===== src/rtl/tmr_presc_pkg.sv =====
package tmr_presc_pkg;

    typedef enum logic [1:0] {
        DIV_BYPASS,
        DIV_BY_TWO,
        DIV_BY_FIELD
    } div_kind_e;

    // Classify a raw divide field value
    function automatic div_kind_e div_kind(input int unsigned f);
        if (f[0])
            return DIV_BYPASS;
        else if (f == 0)
            return DIV_BY_TWO;
        else
            return DIV_BY_FIELD;
    endfunction

    // Terminal count (ratio minus one) for a field value
    function automatic int unsigned div_last(input int unsigned f);
        case (div_kind(f))
            DIV_BYPASS: return 0;
            DIV_BY_TWO: return 1;
            default:    return f - 1;
        endcase
    endfunction

endpackage


===== src/rtl/tmr_presc_cfg.sv =====
module tmr_presc_cfg #(
    parameter int DATA_W    = 32,
    parameter int DIV_LSB   = 16,
    parameter int DIV_W     = 6,
    parameter int NCH       = 2,
    parameter int EN_LSB    = 0,
    parameter logic [DATA_W-1:0] RESET_CFG = '0
) (
    input  logic              clk,
    input  logic              rst,
    input  logic              wr,
    input  logic [DATA_W-1:0] wdata,
    input  logic [DATA_W-1:0] wmask,
    output logic [DATA_W-1:0] cfg_q,
    output logic [DIV_W-1:0]  div_field,
    output logic [NCH-1:0]    ch_en,
    output logic              div_restart
);
    localparam int DIV_MSB = DIV_LSB + DIV_W - 1;

    always_ff @(posedge clk) begin
        if (rst)
            cfg_q <= RESET_CFG;
        else if (wr)
            cfg_q <= (cfg_q & ~wmask) | (wdata & wmask);
    end

    assign div_field   = cfg_q[DIV_MSB:DIV_LSB];
    assign div_restart = wr && (|wmask[DIV_MSB:DIV_LSB]);

    for (genvar i = 0; i < NCH; i++) begin : g_en
        assign ch_en[i] = cfg_q[EN_LSB + i];
    end


    keep_unmasked_chk: assert property (@(posedge clk) disable iff (rst)
        wr |=> ((cfg_q ^ $past(cfg_q)) & ~$past(wmask)) == '0);


    hold_no_write_chk: assert property (@(posedge clk) disable iff (rst)
        !wr |=> $stable(cfg_q));

endmodule


===== src/rtl/tmr_presc_div.sv =====
module tmr_presc_div
    import tmr_presc_pkg::*;
#(
    parameter int DIV_W = 6
) (
    input  logic             clk,
    input  logic             rst,
    input  logic [DIV_W-1:0] div_field,
    input  logic             restart,
    output logic             base_tick
);
    localparam int CNT_W = DIV_W;

    logic [CNT_W-1:0] cnt_q;
    logic [CNT_W-1:0] last_cnt;

    always_comb begin
        last_cnt = CNT_W'(div_last(int'(unsigned'(div_field))));
    end

    assign base_tick = (cnt_q == last_cnt);

    always_ff @(posedge clk) begin
        if (rst)
            cnt_q <= '0;
        else if (restart || base_tick)
            cnt_q <= '0;
        else
            cnt_q <= cnt_q + 1'b1;
    end


    restart_zero_chk: assert property (@(posedge clk) disable iff (rst)
        restart |=> cnt_q == '0);


    cnt_bound_chk: assert property (@(posedge clk) disable iff (rst)
        cnt_q <= last_cnt);


    tick_spacing_chk: assert property (@(posedge clk) disable iff (rst)
        (base_tick && !restart && last_cnt != '0) |=> !base_tick);

endmodule


===== src/rtl/tmr_presc_gate.sv =====
module tmr_presc_gate #(
    parameter int NCH = 2
) (
    input  logic           base_tick,
    input  logic [NCH-1:0] ch_en,
    output logic [NCH-1:0] tick
);
    for (genvar i = 0; i < NCH; i++) begin : g_ch
        assign tick[i] = base_tick & ch_en[i];
    end
endmodule


===== src/rtl/tmr_prescaler.sv =====
module tmr_prescaler #(
    parameter int DATA_W  = 32,
    parameter int DIV_LSB = 16,
    parameter int DIV_W   = 6,
    parameter int NCH     = 2,
    parameter int EN_LSB  = 0
) (
    input  logic              clk,
    input  logic              rst,
    input  logic              cfg_wr,
    input  logic [DATA_W-1:0] cfg_wdata,
    input  logic [DATA_W-1:0] cfg_wmask,
    output logic [DATA_W-1:0] cfg_rdata,
    output logic [NCH-1:0]    tick
);
    logic [DIV_W-1:0] div_field;
    logic [NCH-1:0]   ch_en;
    logic             div_restart;
    logic             base_tick;

    tmr_presc_cfg #(
        .DATA_W (DATA_W),
        .DIV_LSB(DIV_LSB),
        .DIV_W  (DIV_W),
        .NCH    (NCH),
        .EN_LSB (EN_LSB)
    ) u_cfg (
        .clk        (clk),
        .rst        (rst),
        .wr         (cfg_wr),
        .wdata      (cfg_wdata),
        .wmask      (cfg_wmask),
        .cfg_q      (cfg_rdata),
        .div_field  (div_field),
        .ch_en      (ch_en),
        .div_restart(div_restart)
    );

    tmr_presc_div #(.DIV_W(DIV_W)) u_div (
        .clk      (clk),
        .rst      (rst),
        .div_field(div_field),
        .restart  (div_restart),
        .base_tick(base_tick)
    );

    tmr_presc_gate #(.NCH(NCH)) u_gate (
        .base_tick(base_tick),
        .ch_en    (ch_en),
        .tick     (tick)
    );

    for (genvar i = 0; i < NCH; i++) begin : g_chk

        gated_low_chk: assert property (@(posedge clk) disable iff (rst)
            !ch_en[i] |-> !tick[i]);
    end


    reset_quiet_chk: assert property (@(posedge clk)
        rst |=> (tick == '0 && cfg_rdata == '0));

endmodule


===== config.mk =====
export PLATFORM = sky130hd
export DESIGN_NAME = tmr_prescaler
export DESIGN_NICKNAME = d
export VERILOG_FILES = /design/src/rtl/tmr_presc_pkg.sv /design/src/rtl/tmr_presc_cfg.sv /design/src/rtl/tmr_presc_div.sv /design/src/rtl/tmr_presc_gate.sv /design/src/rtl/tmr_prescaler.sv
export SDC_FILE = /design/constraint.sdc
export NUM_CORES = 1
export LEC_CHECK = 0
export BUFFER_PORTS_ARGS = -buffer_cell sky130_fd_sc_hd__buf_2
export CELL_PAD_IN_SITES_DETAIL_PLACEMENT = 0
export CELL_PAD_IN_SITES_GLOBAL_PLACEMENT = 2
export CORE_ASPECT_RATIO = 2
export CORE_MARGIN = 5
export CORE_UTILIZATION = 20
export DETAILED_ROUTE_END_ITERATION = 16
export PLACE_DENSITY = 0.81
export SYNTH_ARGS = -nofsm -noshare
export SYNTH_HDL_FRONTEND = slang
export SYNTH_SLANG_ARGS = --single-unit

===== constraint.sdc =====
create_clock -name clk -period 2.1 [get_ports clk]
set_input_delay 0.21 -clock clk [delete_from_list [all_inputs] [get_ports clk]]
set_output_delay 0.21 -clock clk [all_outputs]
set_load 0.05 [all_outputs]

==> results.json <==
{
  "area_delta_synth_final_pct": 52.9,
  "max-clock-path-buffers": 2,
  "grt_start_max_net_pins": 39,
  "clk-insertion-delay-late_ns": 0.28,
  "dieHeight_um": 143,
  "violations": "setup timing",
  "synth_top_cell_by_area": "sky130_fd_sc_hd__dfxtp_1",
  "fraction_of_post_synthesis_cell_area_in_the_top_cell_type_by_area": 0.431,
  "synthArstFlopShare": 0,
  "die_w_um": 76.5,
  "detail-route-antenna-nets": 0,
  "number_of_vias_in_the_routed_layout": 1989,
  "globalRouteOverflowTotal": 0,
  "routabilityCongestion": 0.753,
  "critPathRequiredTime_ns": 1.89,
  "achievable-frequency_ghz": 0.422,
  "cp_max_fo": 4,
  "finalSetupViolations": 2,
  "drt_iter0_drc": 38,
  "wl_per_cell_um": 13.5,
  "vdd_ir_drop_max_mv": 0.333,
  "startpoint_type": "flop",
  "timing.max_slew.rel_slack": 0.490,
  "drc": 0,
  "post-dp-hpwl_mm": 4.81,
  "whs_ns": 0.174,
  "layout_setup_ws_ns": -0.267,
  "worst_ep_arrival_time_ns": 2.16,
  "die_area_mm2": 0.0109,
  "cts_inserted_buffers": 5,
  "final_min_period_over_clock_period": 1.13,
  "cp-end-kind": "output port",
  "synth_seq_cells": 38,
  "grt_pass1_vias": 2102,
  "synth_top_cells_by_area": "sky130_fd_sc_hd__dfxtp_1 43%, sky130_fd_sc_hd__nand2_1 14%, sky130_fd_sc_hd__nand3_1 10%",
  "tritoncts": "yes",
  "power_per_cell_area_mw_per_mm2": 705,
  "final_max_slew_viol_count": 0,
  "io_buffer_count": 100,
  "synth_area_mm2": 0.00177,
  "route.final.wire_length_mm": 6.04,
  "postSynthNetCount": 304,
  "worst-slew-pin-transition_ns": 0.765,
  "clock_tree.htree_level_count": 2,
  "final.setup.tns_ns": -0.533,
  "hold_class": "in -> reg",
  "layout.nets": 414,
  "synth_warnings": 0,
  "detail_route.vias_per_cell": 4.46,
  "synth_edf_count": 0,
  "final-hold-violation-count": 0,
  "post_route_cells_drive_above_1_share": 0.406,
  "grt_antenna_before_repair": 0,
  "floorplan.initialDensity": 0.204,
  "dpl_worst_slack_ns": -0.136,
  "unrepaired_setup_endpoints_after_global_routing": "true",
  "post-route-min-period_ns": 2.37,
  "fillerInstances": 982,
  "yosys-top-cells-count": "65 x sky130_fd_sc_hd__nand2_1, 38 x sky130_fd_sc_hd__dfxtp_1, 36 x sky130_fd_sc_hd__nand3_1",
  "core_mm2": 0.00865,
  "synth_sequential_area_ratio": 0.431,
  "grt_first_pass_wirelength_mm": 9.75,
  "first_pass_iters": 4,
  "cts-root-buf": "sky130_fd_sc_hd__clkbuf_16",
  "yosysMostFrequentCell": "sky130_fd_sc_hd__nand2_1",
  "tritoncts_num_sinks": 38,
  "clock_skew_ns": 0.00485,
  "total_global_route_track_usage": 0.111,
  "core.rowCount": 48,
  "synthesized_area_per_cell_um2": 7.55,
  "critical_path_class": "reg -> out",
  "leakagePower_nw": 1.24,
  "max-cap-violations": 0,
  "yosys.cell_types.count": 30,
  "path_clk_slew_ns": 0.06,
  "design.portCount": 101,
  "synth_top_flop_cell": "sky130_fd_sc_hd__dfxtp_1",
  "synthesized_netlist_cell_count": 234,
  "status": "complete, but fails checks"
}
## worst paths after layout
check / depth (start not counted) / start / slack [ns] / endpoint
max: 6 / flop / -0.27 / tick[0]
max reg2reg: 6 / flop / 0.15 / u_div.cnt_q[3]
min reg2reg: 2 / flop / 0.45 / flop
min: 3 / cfg_wdata[5] / 0.17 / flop
## placed cells by master, fill, tap and decap left out, drive strengths merged, types with 2 or more instances in the layout
master,synthesis,routed
a21oi,33,33
and2,2,2
and3,2,2
buf,5,117
clkbuf,9,6
clkinv,0,2
dfxtp,38,38
ha,3,3
inv,2,2
nand2,65,65
nand3,36,36
nor2,4,4
nor4,7,7
o21ai,3,3
o31a,2,2
or4,2,2
xnor2,3,3
xor2,7,7
## power breakdown
| part | internal (W) | switching [W] | total [W] |
|---|---|---|---|
| sequential | 0.000750 | 0.0000225 | 0.000772 |
| combinational | 0.000150 | 0.000246 | 0.000396 |
| clock | 0.000440 | 0.000296 | 0.000736 |
| total | 0.00134 | 0.000565 | 0.00190 |
## critical path, stage by stage (launching register included)
cell and delay [ns]:
sky130_fd_sc_hd__dfxtp_4 0.36, sky130_fd_sc_hd__o31a_1 0.31, sky130_fd_sc_hd__or4_1 0.50, sky130_fd_sc_hd__o311a_1 0.16, sky130_fd_sc_hd__a211oi_4 0.21, sky130_fd_sc_hd__and2_4 0.19
sky130_fd_sc_hd__buf_8 0.14
## cells by family after synthesis
kind of cell / after synthesis / synth area share
flops: 38 / 0.431
xor+xnor: 10 / 0.0496
compound gates: 42 / 0.137
buf+inv: 16 / 0.0389
fa+ha+maj: 3 / 0.0212
simple gates: 125 / 0.323
## final cells by class
type	instances	area (µm²)	share of cell area
multi-input cells	180	980	0.363
clock inverters	2	13.8	0.00509
repair buffers	117	661	0.245
diodes	1	2.50	0.000926
clock buffers	6	129	0.0477
well taps	100	125	0.0463
flip-flops and latches	38	778	0.288
inverters	2	12.5	0.00463
## stage by stage
stage               instances  power [W]   util  instance area [µm²]
floorplan                 234    0.00103      -                 1820
global placement          435    0.00117  0.289                 2500
detailed placement        435    0.00118  0.289                 2500
CTS                       445    0.00194  0.310                 2680
global route              445    0.00201  0.312                 2700
finish                    446    0.00190  0.312                 2700
## per-layer routing
| metal | wire [µm] | vias up | part of all wire | track usage |
|---|---|---|---|---|
| met3 | 287 | 6 | 0.048 | 0.0259 |
| met5 | 0 | - | 0 | 0 |
| li1 | - | 1028 | - | - |
| met2 | 3720 | 51 | 0.62 | 0.231 |
| met4 | 109 | 0 | 0.018 | 0.0488 |
| met1 | 1930 | 904 | 0.32 | 0.0978 |
## what timing repair did
action / CTS / global route
setup endpoints to repair: 2 / 3
setup buffers: 2 / 0
hold buffers: 0 / 0
pin swaps: 4 / 2
resized for setup: 8 / 6
Power figures use the tool's default switching activity.
